$ cat src/rtl/sadc_pkg.sv
package sadc_pkg;

    localparam int unsigned RES_BITS      = 8;
    localparam int unsigned FIRST_BIT_CLK = 4;
    localparam int unsigned FRAME_CLKS    = FIRST_BIT_CLK + RES_BITS;
    localparam int unsigned LAST_BIT_CLK  = FIRST_BIT_CLK + RES_BITS - 1;
    localparam int unsigned MIN_RATIO     = 4;
    localparam int unsigned IDX_W         = $clog2(FRAME_CLKS + 1);

    typedef logic [RES_BITS-1:0] res_word_t;
    typedef logic [IDX_W-1:0]    frame_idx_t;

    typedef enum logic [1:0] {
        SQ_IDLE,
        SQ_LEAD,
        SQ_FRAME
    } seq_state_e;

    typedef struct packed {
        logic trig;
        logic halt;
        logic cap;
        logic last;
    } seq_ctl_t;

    function automatic int unsigned clamp_ratio(input int unsigned r);
        return (r < MIN_RATIO) ? MIN_RATIO : r;
    endfunction

    function automatic logic in_bit_window(input frame_idx_t i);
        return (i >= IDX_W'(FIRST_BIT_CLK)) && (i <= IDX_W'(LAST_BIT_CLK));
    endfunction

endpackage

$ cat src/rtl/sadc_clkgen.sv
module sadc_clkgen
    import sadc_pkg::*;
#(
    parameter int unsigned DIV_W = 8
) (
    input  logic             clk,
    input  logic             rst,
    input  logic             launch,
    input  logic             halt,
    input  logic [DIV_W-1:0] ratio,
    output logic             ph_end,
    output logic             sclk
);

    logic [DIV_W-1:0] ph_q;
    logic [DIV_W-1:0] half;
    logic             active_q;

    always_comb begin
        half   = ratio >> 1;
        ph_end = active_q && (ph_q == ratio - DIV_W'(1));
        sclk   = active_q && (ph_q < half);
    end

    // Launch enters mid-period so the first visible edge is a rising one.
    always_ff @(posedge clk) begin
        if (rst) begin
            ph_q     <= '0;
            active_q <= 1'b0;
        end else if (launch) begin
            ph_q     <= half;
            active_q <= 1'b1;
        end else if (halt) begin
            ph_q     <= '0;
            active_q <= 1'b0;
        end else if (active_q) begin
            ph_q <= ph_end ? '0 : ph_q + DIV_W'(1);
        end
    end

    AST_PHASE_IN_RANGE: assert property (@(posedge clk) disable iff (rst)
        active_q |-> (ph_q < ratio)) else $error("phase beyond ratio");

    AST_STOPPED_LOW: assert property (@(posedge clk) disable iff (rst)
        $past(halt) |-> !sclk) else $error("clock not parked low");

endmodule

$ cat src/rtl/sadc_seq.sv
module sadc_seq
    import sadc_pkg::*;
(
    input  logic     clk,
    input  logic     rst,
    input  logic     start_req,
    input  logic     cont_en,
    input  logic     ph_end,
    output logic     start_n,
    output logic     busy,
    output seq_ctl_t ctl
);

    seq_state_e state_q;
    frame_idx_t idx_q;
    logic       cont_q;
    logic       start_n_q;
    logic       frame_end;

    always_comb begin
        ctl.trig  = (state_q == SQ_IDLE) && (cont_en || start_req);
        frame_end = (state_q == SQ_FRAME) && ph_end && (idx_q == IDX_W'(FRAME_CLKS));
        ctl.halt  = frame_end && start_n_q;
        ctl.cap   = (state_q == SQ_FRAME) && ph_end && in_bit_window(idx_q);
        ctl.last  = ctl.cap && (idx_q == IDX_W'(LAST_BIT_CLK));
        busy      = (state_q != SQ_IDLE);
        start_n   = start_n_q;
    end

    always_ff @(posedge clk) begin
        if (rst) begin
            state_q   <= SQ_IDLE;
            idx_q     <= '0;
            cont_q    <= 1'b0;
            start_n_q <= 1'b1;
        end else begin
            case (state_q)
                SQ_IDLE: begin
                    if (ctl.trig) begin
                        state_q   <= SQ_LEAD;
                        idx_q     <= '0;
                        cont_q    <= cont_en;
                        start_n_q <= 1'b0;
                    end
                end
                SQ_LEAD: begin
                    if (ph_end) begin
                        state_q <= SQ_FRAME;
                        idx_q   <= IDX_W'(1);
                    end
                end
                SQ_FRAME: begin
                    // Single frames release the line right after clock 1.
                    start_n_q <= cont_q ? !cont_en : 1'b1;
                    if (ph_end) begin
                        if (idx_q == IDX_W'(FRAME_CLKS)) begin
                            if (start_n_q) begin
                                state_q <= SQ_IDLE;
                                idx_q   <= '0;
                            end else begin
                                idx_q <= IDX_W'(1);
                            end
                        end else begin
                            idx_q <= idx_q + IDX_W'(1);
                        end
                    end
                end
                default: state_q <= SQ_IDLE;
            endcase
        end
    end

    AST_START_LOW_AT_CLK1: assert property (@(posedge clk) disable iff (rst)
        (state_q == SQ_FRAME && $past(state_q) == SQ_LEAD) |-> !start_n_q)
        else $error("start line high at first edge");

    AST_SINGLE_RELEASE: assert property (@(posedge clk) disable iff (rst)
        (state_q == SQ_FRAME && !cont_q && $past(state_q) == SQ_FRAME) |-> start_n_q)
        else $error("single frame holds start line");

    AST_IDLE_RELEASED: assert property (@(posedge clk) disable iff (rst)
        (state_q == SQ_IDLE) |-> start_n_q) else $error("start low while idle");

    AST_FRAME_INDEX: assert property (@(posedge clk) disable iff (rst)
        (state_q == SQ_FRAME) |-> (idx_q >= IDX_W'(1) && idx_q <= IDX_W'(FRAME_CLKS)))
        else $error("frame index out of range");

endmodule

$ cat src/rtl/sadc_deser.sv
module sadc_deser
    import sadc_pkg::*;
(
    input  logic      clk,
    input  logic      rst,
    input  logic      cap,
    input  logic      last,
    input  logic      clr,
    input  logic      din,
    input  logic      ready,
    output res_word_t data,
    output logic      valid,
    output logic      overrun
);

    logic [RES_BITS-2:0] sh_q;
    res_word_t           word;

    assign word = {sh_q, din};

    always_ff @(posedge clk) begin
        if (rst) begin
            sh_q    <= '0;
            data    <= '0;
            valid   <= 1'b0;
            overrun <= 1'b0;
        end else begin
            if (cap) begin
                sh_q <= word[RES_BITS-2:0];
            end
            if (last) begin
                data  <= word;
                valid <= 1'b1;
            end else if (ready) begin
                valid <= 1'b0;
            end
            if (clr) begin
                overrun <= 1'b0;
            end else if (last && valid && !ready) begin
                overrun <= 1'b1;
            end
        end
    end

    AST_HOLD_UNTIL_TAKEN: assert property (@(posedge clk) disable iff (rst)
        (valid && !ready && !last) |=> (valid && $stable(data)))
        else $error("result dropped before acceptance");

    AST_OVR_STICKY: assert property (@(posedge clk) disable iff (rst)
        (overrun && !clr) |=> overrun) else $error("overrun flag lost");

    AST_OVR_CAUSE: assert property (@(posedge clk) disable iff (rst)
        $rose(overrun) |-> $past(valid && !ready && last))
        else $error("overrun without displaced result");

endmodule

$ cat src/rtl/sadc_host_capture.sv
module sadc_host_capture
    import sadc_pkg::*;
#(
    parameter int unsigned DIV_W = 8
) (
    input  logic                clk,
    input  logic                rst,
    input  logic [DIV_W-1:0]    cfg_div,
    input  logic                cfg_cont,
    input  logic                start_req,
    output logic                adc_sclk,
    output logic                adc_start_n,
    input  logic                adc_dout,
    output logic [RES_BITS-1:0] res_data,
    output logic                res_valid,
    input  logic                res_ready,
    output logic                res_overrun
);

    logic [DIV_W-1:0] div_q;
    logic [DIV_W-1:0] div_eff;
    logic [DIV_W-1:0] div_sel;
    logic             busy;
    logic             ph_end;
    seq_ctl_t         ctl;

    always_comb begin
        div_eff = DIV_W'(clamp_ratio(32'(cfg_div)));
        div_sel = busy ? div_q : div_eff;
    end

    // Ratio tracks the configuration only while idle.
    always_ff @(posedge clk) begin
        if (rst) begin
            div_q <= DIV_W'(MIN_RATIO);
        end else begin
            div_q <= div_sel;
        end
    end

    sadc_seq u_seq (
        .clk       (clk),
        .rst       (rst),
        .start_req (start_req),
        .cont_en   (cfg_cont),
        .ph_end    (ph_end),
        .start_n   (adc_start_n),
        .busy      (busy),
        .ctl       (ctl)
    );

    sadc_clkgen #(
        .DIV_W (DIV_W)
    ) u_clkgen (
        .clk    (clk),
        .rst    (rst),
        .launch (ctl.trig),
        .halt   (ctl.halt),
        .ratio  (div_sel),
        .ph_end (ph_end),
        .sclk   (adc_sclk)
    );

    sadc_deser u_deser (
        .clk     (clk),
        .rst     (rst),
        .cap     (ctl.cap),
        .last    (ctl.last),
        .clr     (ctl.trig),
        .din     (adc_dout),
        .ready   (res_ready),
        .data    (res_data),
        .valid   (res_valid),
        .overrun (res_overrun)
    );

    AST_RATIO_FROZEN: assert property (@(posedge clk) disable iff (rst)
        (busy && $past(busy)) |-> $stable(div_q)) else $error("ratio moved mid-run");

    AST_CAPTURE_IN_LOW: assert property (@(posedge clk) disable iff (rst)
        ctl.cap |-> !adc_sclk) else $error("capture outside low phase");

    AST_RATIO_FLOOR: assert property (@(posedge clk) disable iff (rst)
        busy |-> (div_q >= DIV_W'(MIN_RATIO))) else $error("ratio below floor");

endmodule

$ cat config.mk
export PLATFORM = sky130hd
export DESIGN_NAME = sadc_host_capture
export DESIGN_NICKNAME = d
export VERILOG_FILES = /design/src/rtl/sadc_pkg.sv /design/src/rtl/sadc_clkgen.sv /design/src/rtl/sadc_seq.sv /design/src/rtl/sadc_deser.sv /design/src/rtl/sadc_host_capture.sv
export SDC_FILE = /design/constraint.sdc
export NUM_CORES = 1
export LEC_CHECK = 0
export BUFFER_PORTS_ARGS = -buffer_cell sky130_fd_sc_hd__buf_2
export CORE_MARGIN = 3
export CORE_UTILIZATION = 41
export DETAILED_ROUTE_END_ITERATION = 10
export GPL_TIMING_DRIVEN = 0
export MAX_ROUTING_LAYER = met4
export PLACE_DENSITY = 0.63
export SETUP_SLACK_MARGIN = 0.02
export SLEW_MARGIN = 20
export SYNTH_ARGS = -nofsm -noshare
export SYNTH_HDL_FRONTEND = slang
export SYNTH_SLANG_ARGS = --single-unit
$ cat constraint.sdc
create_clock -name clk -period 4.8 [get_ports clk]
set_input_delay 0.96 -clock clk [delete_from_list [all_inputs] [get_ports clk]]
set_output_delay 0.96 -clock clk [all_outputs]
set_load 0.1 [all_outputs]
==> results of run 1 <==
[routing by layer]
| layer | wire [µm] | vias to the layer above |
|---|---|---|
| li1 | - | 1164 |
| met1 | 2990 | 1073 |
| met2 | 2900 | 73 |
| met3 | 361 | 7 |
| met4 | 74 | 0 |
| met5 | 0 | - |
[logic make-up after synthesis]
group                      after synthesis  share of synthesized area (%)
DFF                                     42                           32.4
AOI/OAI and AO/OA                       67                           17.9
xor gates and xnor gates                12                           4.58
and+or+nand+nor                        115                           22.8
adders and majority gates               17                           8.19
buffers and inverters                   30                           4.96
muxes                                   23                           9.20
[through the flow]
stage,setup slack (ns),area [µm²],power [mW]
5_1_grt,0.136,2930,1.26
3_5_place_dp,0.0932,2820,0.896
4_1_cts,0.411,2930,1.18
3_3_place_gp,0.124,2820,0.891
2_1_floorplan,0.544,2600,0.791
6_report,0.373,2930,1.17
[state kept, by name, indices dropped and copies added, names as in the netlist]
| register | count |
|---|---|
| u_seq.state_q | 2 |
| u_deser.overrun | 1 |
| u_deser.sh_q | 7 |
| u_seq.start_n | 1 |
| u_deser.valid | 1 |
| u_seq.idx_q | 4 |
| div_q | 8 |
| u_deser.data | 8 |
| u_clkgen.active_q | 1 |
| u_clkgen.ph_q | 8 |
| u_seq.cont_q | 1 |
[power groups by stage]
stage	combinational [mW]	sequential, mW	clock [mW]
floorplan	0.366	0.425	0
global placement	0.470	0.421	0
detailed placement	0.472	0.423	0
CTS	0.477	0.414	0.285
global route	0.538	0.420	0.298
finish	0.478	0.415	0.278
[cells in the final DEF, fill, tap and decap left out, drive strengths merged, types with 3 or more instances in the layout]
| cell type | n |
|---|---|
| nand2b | 3 |
| xnor2 | 8 |
| o21ai | 16 |
| nor4 | 3 |
| a31oi | 5 |
| clkbuf | 16 |
| nor3b | 8 |
| xor2 | 3 |
| nor3 | 12 |
| buf | 32 |
| ha | 17 |
| nand2 | 18 |
| or2 | 3 |
| and3 | 7 |
| nand4 | 5 |
| a21oi | 20 |
| mux2 | 4 |
| mux2i | 19 |
| dfxtp | 42 |
| inv | 12 |
| nor2b | 6 |
| nor2 | 36 |
| nand3 | 5 |
| o2111ai | 3 |
[cell type report]
class                      count  area share [%]
clock buffer                   6            2.48
clock inverter                 2            1.28
tap                           75            3.21
sequential                    42            28.7
inverter                      12            1.54
buffer                        18            2.86
timing repair buffer          24            4.10
multi-input combinational    234            55.8
[worst max path at each step]
| stage | to | from | cells after the start | slack (ns) |
|---|---|---|---|---|
| 4_1_cts | u_deser.sh_q[0] | cfg_div[3] | 14 | 0.41 |
| 5_1_grt | u_deser.sh_q[0] | cfg_div[3] | 14 | 0.14 |
| 2_1_floorplan | adc_sclk | cfg_div[3] | 9 | 0.54 |
| 3_5_place_dp | u_seq.idx_q[0] | cfg_div[3] | 13 | 0.09 |
| 3_3_place_gp | u_seq.idx_q[0] | cfg_div[3] | 13 | 0.12 |
| 6_report | u_deser.sh_q[0] | cfg_div[3] | 14 | 0.37 |
[worst max-delay path, cell delays in order]
cell       delay (ns)
buf_2            0.15
or4_1            0.54
or3_4            0.38
a31oi_1          0.31
ha_1             0.21
buf_1            0.37
nor3b_1          0.25
a32oi_1          0.12
o2bb2ai_1        0.19
o2111ai_2        0.24
nor4b_1          0.37
buf_4            0.25
mux2i_1          0.20
nor2_1           0.05
==> reports/results.tsv, run 1 <==
stage	metric	value	unit
min_path	min_to	u_deser.data[1]	
cells_and_area	fillers	590	
power	share_seq_of_total_power	35.4	%
critical_path	startpoint_type	input pin	
power	clkPwrFrac	23.7	%
cells_and_area	antenna_cells	0	
global_routing	use_met1	25.9	%
synthesis	ys_warn_count	0	
sta	hold_slack	0.500	ns
sta	drv_slew	0	
synthesis	synthTopCellsByArea	dfxtp_1 (32%), ha_1 (8.2%), mux2i_1 (6.9%)	
flow_run	maxCapViolCount	0	
sta	layout_min_cycle_time	4.43	ns
sta	max_slew_margin	56.3	%
detailed_routing	dr.pass1.iters	4	
global_routing	gr-max-usage-layer	met2	
detailed_routing	drtIter0Drc	173	
power	p_leak	1.16	nW
clock_tree	cts_htree_levels	2	
detailed_routing	vias	2317	
sta	max_freq	226	MHz
detailed_routing	drc	0	
synthesis	synth.distinct_cells	58	
critical_path	end_kind	flip-flop	
cells_and_area	drive_above_1_share	15.1	%
global_routing	grt_pass1_wl	11.1	mm
synthesis	synth.most_common_cell	dfxtp_1	
clock_tree	cts_post_setup_buffers_inserted	0	
floorplanning	start_util	43.1	%
synthesis	syn_avg_cell_area	8.49	µm²
cells_and_area	syn2layout_area_growth	12.7	%
cells_and_area	final_nets	368	
clock_tree	clockBufferDepth	2	
sta	period_share	92.2	%
critical_path	rr_worst_depth	17	
critical_path	worstPathRequired	4.97	ns
status	status	completed	
power	combPwrFrac	40.8	%
synthesis	synth.cell_area	0.00260	mm²
power	power_switching	0.448	mW
cells_and_area	stdcell_count	413	
sta	setup_tns	0	ns
clock_tree	clkTransAtPathRegs	0.08	ns
detailed_routing	detail-route-antenna-nets	0	
sta	grt_setup_unrepaired	no	
critical_path	r2r_start	u_seq.state_q[0]	
floorplanning	ios	26	
min_path	min_path_cells	2	
min_path	hp-class	flip-flop to flip-flop	
sta	finalSetupViolations	0	
detailed_routing	avgRoutedWirePerCell	15.3	µm
synthesis	ys_seq_area_share	32.4	%
critical_path	r2r_end	u_deser.sh_q[0]	
floorplanning	core.rowCount	28	
min_path	min_from	u_deser.data[1]	
synthesis	synth_common_cells	dfxtp_1 (42), nor2_1 (35), a21oi_1 (20)	
global_routing	grt_pass1_vias	2247	
global_routing	globalRouteOverflowTotal	0	
synthesis	syn_nets	337	
cells_and_area	final_core_util	48.6	%
power	peakVddDrop	0.000209	V
place	place_inst	405	
sta	clock_skew	0.00488	ns
detailed_routing	via_per_inst	5.61	
clock_tree	clk_latency	0.29	ns
clock_tree	root_buffer	clkbuf_8	
critical_path	path_class	input pin to flip-flop	
floorplanning	chipHeight	85.6	µm
synthesis	ys_ff_latch	42	
clock_tree	numCtsBuffers	5	
place	gp_congestion	0.892	
global_routing	antenna_found_initial	0	
clock_tree	cts.sinks	42	
power	pwr_density_cell	400	mW/mm²
synthesis	synth_top_area_share	32.4	%
detailed_routing	routed_wl	6.33	mm
synthesis	synthCells	306	
synthesis	synth_top_flop_cell	dfxtp_1	
power	switching_share	38.3	%
cells_and_area	regArea	841	µm²
power	intPower	0.723	mW
sta	worstMarginPinSlew	0.637	ns
place	io_buffer_count	24	
place	dpl.hpwl	4.81	mm
clock_tree	ctsResizeCount	0	
global_routing	met3_usage	3.36	%
clock_tree	cts_tree	done	
cells_and_area	multiInputGateArea	0.00163	mm²
global_routing	globalRouteMet2Util	30.1	%
floorplanning	die_area	0.00733	mm²
global_routing	grt_max_degree	14	
floorplanning	core	0.00603	mm²
critical_path	cp_max_fo	8	
clock_tree	cts_hold_buf	0	
global_routing	gr-usage-all-layers	19.3	%
sta	timing.final.hold_violations	0	
floorplanning	fp.dieW	85.6	µm
critical_path	crit_arrival	4.60	ns
synthesis	ys_async_sr_fraction	0	%
critical_path	r2r_setup_slack	0.62	ns
synthesis	yosysTopAreaCell	dfxtp_1	
synthesis	synth_edf_count	0	
Power figures use the tool's default switching activity.
==> inputs of run 2 (changes only) <==
SYNTH_HIERARCHICAL = 1   (was not set)
==> run 2 against run 1 <==
  * Sequential cell count did not move
  * Clock power grew 21%
  * Via count down 12%
  * Critical path depth fell by 3
  * Non-clock buffer count decreased by 6
  * Area after synthesis is 2.6% lower
  * First-iteration DRC count shrank 56%
  * Global-route usage shrank 4.2 points
  * Register-to-register slack lost 0.18 ns
  * Clock skew up 0.00096 ns
  * Cell area fell by 0.30%
  * Hold slack lost 0.034 ns
==> reports/results.tsv, run 2 <==
stage	metric	value	unit	change
clock_tree	cts_htree_levels	2		unchanged
cells_and_area	fillers	546		-7.5%
global_routing	grt_pass1_vias	1893		-16%
power	finalPower	1.56	mW	+33%
detailed_routing	vias	2047		-12%
critical_path	crit_arrival	3.57	ns	-1.03 ns
clock_tree	root_buffer	clkbuf_8		
floorplanning	chipHeight	84.6	µm	-1.2%
detailed_routing	routed_wl	5.17	mm	-18%
synthesis	syn_avg_cell_area	8.91	µm²	+4.9%
detailed_routing	wl_met1	2.70	mm	-9.9%
critical_path	worstPathRequired	3.84	ns	-1.13 ns
flow_run	maxCapViolCount	0		unchanged
clock_tree	cts.sinks	42		unchanged
cells_and_area	largest_registers	div_q x8, u_clkgen/ph_q x8, u_deser/data x8		
detailed_routing	via_per_inst	5.26		-6.2%
sta	max_slew_margin	59.0	%	+2.7 points
sta	layout_min_cycle_time	4.53	ns	+0.104 ns
synthesis	synth_top_family_by_area	simple AND/OR/NAND/NOR gates		
clock_tree	clockBufferDepth	2		unchanged
sta	timing.final.hold_violations	0		unchanged
place	dpl.hpwl	3.92	mm	-19%
synthesis	synth-compound-area-share	16.1	%	-1.7 points
clock_tree	cts_tree	done		
synthesis	synth.cell_area	0.00253	mm²	-2.6%
synthesis	synth.most_common_cell	dfxtp_1		
synthesis	synth_edf_count	0		unchanged
synthesis	synthAdderAreaFrac	9.40	%	+1.2 points
sta	drv_slew	0		unchanged
synthesis	yosysTopAreaCell	dfxtp_1		
clock_tree	cts_post_setup_buffers_inserted	0		unchanged
cells_and_area	final_core_util	50.8	%	+2.2 points
sta	period_share	94.4	%	+2.2 points
floorplanning	start_util	44.1	%	+0.95 points
status	status	completed		
place	gp_congestion	0.836		-6.4%
global_routing	globalRouteOverflowTotal	0		unchanged
cells_and_area	antenna_cells	0		unchanged
global_routing	grt_max_degree	15		+1
cells_and_area	layout_common_cells	dfxtp_1 (42), nor2_1 (34), buf_2 (27)		
detailed_routing	dr_wl_met3	213	µm	-41%
detailed_routing	drc	0		unchanged
floorplanning	ios	26		unchanged
sta	clock_skew	0.00583	ns	+0.000955 ns
detailed_routing	dr.pass1.iters	4		unchanged
power	pwr_density_cell	533	mW/mm²	+33%
synthesis	synthMuxAreaShare	11.1	%	+1.9 points
clock_tree	clkTransAtPathRegs	0.08	ns	about the same
critical_path	startpoint_type	input pin		
detailed_routing	drtIter0Drc	76		-56%
floorplanning	fp.dieW	84.6	µm	-1.2%
clock_tree	cts_hold_buf	0		unchanged
synthesis	synth.distinct_cells	60		+3.4%
synthesis	synth_common_cells	dfxtp_1 (42), nor2_1 (35), inv_1 (23)		
floorplanning	die_area	0.00715	mm²	-2.4%
synthesis	ys_warn_count	6		+6
cells_and_area	syn2layout_area_growth	15.4	%	
cells_and_area	final_nets	349		-5.2%
sta	finalSetupViolations	0		unchanged
synthesis	synth_xor_area_share	2.77	%	-1.8 points
detailed_routing	avgRoutedWirePerCell	13.3	µm	-13%
power	p_leak	1.22	nW	+5.2%
cells_and_area	drive_above_1_share	21.1	%	+6.0 points
synthesis	ys_ff_latch	42		unchanged
global_routing	gr-usage-all-layers	15.1	%	-4.2 points
power	peakVddDrop	0.000244	V	+17%
sta	max_freq	221	MHz	-2.3%
synthesis	synthCells	284		-7.2%
sta	worstMarginPinSlew	0.610	ns	-0.0276 ns
clock_tree	numCtsBuffers	5		unchanged
clock_tree	ctsResizeCount	0		unchanged
synthesis	syn_nets	317		-5.9%
synthesis	ys_seq_area_share	33.2	%	+0.86 points
place	io_buffer_count	25		+4.2%
synthesis	synth_top_area_share	33.2	%	+0.86 points
floorplanning	core	0.00574	mm²	-4.7%
global_routing	antenna_found_initial	0		unchanged
clock_tree	clk_latency	0.29	ns	about the same
critical_path	cp_max_fo	8		unchanged
sta	hold_slack	0.466	ns	-0.0342 ns
global_routing	grt_pass1_wl	8.77	mm	-21%
detailed_routing	routed.top_layer	met4		
synthesis	ys_async_sr_fraction	0	%	unchanged
cells_and_area	final_common_cell	dfxtp_1		
synthesis	synthTopCellsByArea	dfxtp_1 (33%), ha_1 (9.4%), mux2i_1 (8.3%)		
critical_path	path_class	input pin to output port		
floorplanning	core.rowCount	27		-3.6%
sta	grt_setup_unrepaired	no		
min_path	hp-class	flip-flop to flip-flop		
detailed_routing	detail-route-antenna-nets	0		unchanged
critical_path	end_kind	output port		
detailed_routing	route.met2.wl	2.21	mm	-24%
synthesis	yosys.area_share.simple	20.6	%	-2.2 points
synthesis	synth_top_flop_cell	dfxtp_1		
run 2: cell types whose count changed after synthesis, sizes merged, moves of 4 or more:
cell    before  now
a211oi       0    4
a21oi       20   12
a22oi        1    6
and3         7    3
clkbuf      10    3
inv         12   23
nand2       18   12
nand3        5   11
nor3        12    7
nor3b        8    0
o21ai       16    9
or4          1    5
xnor2        8    4
run 2: path summary, 6_finish.rpt:
| path | startpoint | end | slack (ns) | cells past startpoint |
|---|---|---|---|---|
| worst min register to register | u_deser/overrun | u_deser/overrun | 0.47 | 2 |
| worst max register to register | u_seq/state_q[0] | u_clkgen/ph_q[1] | 0.44 | 17 |
| worst min-delay path | u_deser/overrun | u_deser/overrun | 0.47 | 2 |
| worst max-delay path | cfg_div[7] | adc_sclk | 0.27 | 11 |
run 2: metrics by stage:
stage	worst slack (ns)	std cells	TNS (ns)	instance area (µm²)
final	0.269	389	0	2920
after CTS	0.0914	389	0	2900
after global routing	0.0216	389	0	2920
after floorplan	0.237	284	0	2550
after global placement	-0.0380	381	-0.0380	2760
after detailed placement	-0.0582	381	-0.0638	2760
run 2: final cells by class:
| type | instances | area [µm²] | share of cell area, % |
|---|---|---|---|
| Clock buffer | 5 | 68.8 | 2.36 |
| Multi-Input combinational cell | 208 | 1560 | 53.3 |
| Timing Repair Buffer | 25 | 125 | 4.29 |
| Inverter | 23 | 86.3 | 2.96 |
| Tap cell | 72 | 90.1 | 3.09 |
| Sequential cell | 42 | 841 | 28.8 |
| Buffer | 11 | 82.6 | 2.83 |
| Clock inverter | 3 | 68.8 | 2.36 |
run 2: power breakdown:
| group | switching [mW] | leakage, nW | internal (mW) | total [mW] |
|---|---|---|---|---|
| combinational | 0.444 | 0.809 | 0.312 | 0.756 |
| sequential | 0.0611 | 0.343 | 0.403 | 0.464 |
| clock | 0.127 | 0.0683 | 0.208 | 0.335 |
| total | 0.631 | 1.22 | 0.924 | 1.56 |
run 2: per-layer routing:
| layer | up-vias | GRT usage [%] |
|---|---|---|
| li1 | 1079 | - |
| met1 | 920 | 20.7 |
| met2 | 43 | 22.8 |
| met3 | 5 | 2.94 |
| met4 | 0 | 3.88 |
| met5 | - | - |
run 2: cell families after synthesis:
group           after synthesis
compound gates               56
simple gates                 98
flops                        42
xor+xnor                      8
fa+ha+maj                    19
mux                          27
buf+inv                      34
run 2: worst max-delay path: stages:
cell and delay (ns):
buf_2 0.11, or4_4 0.55, o31ai_4 0.35, inv_1 0.08, ha_1 0.30, o21ai_0 0.08, a21boi_0 0.10, o21ai_0 0.14
a21oi_1 0.12, a311oi_4 0.30, buf_2 0.47
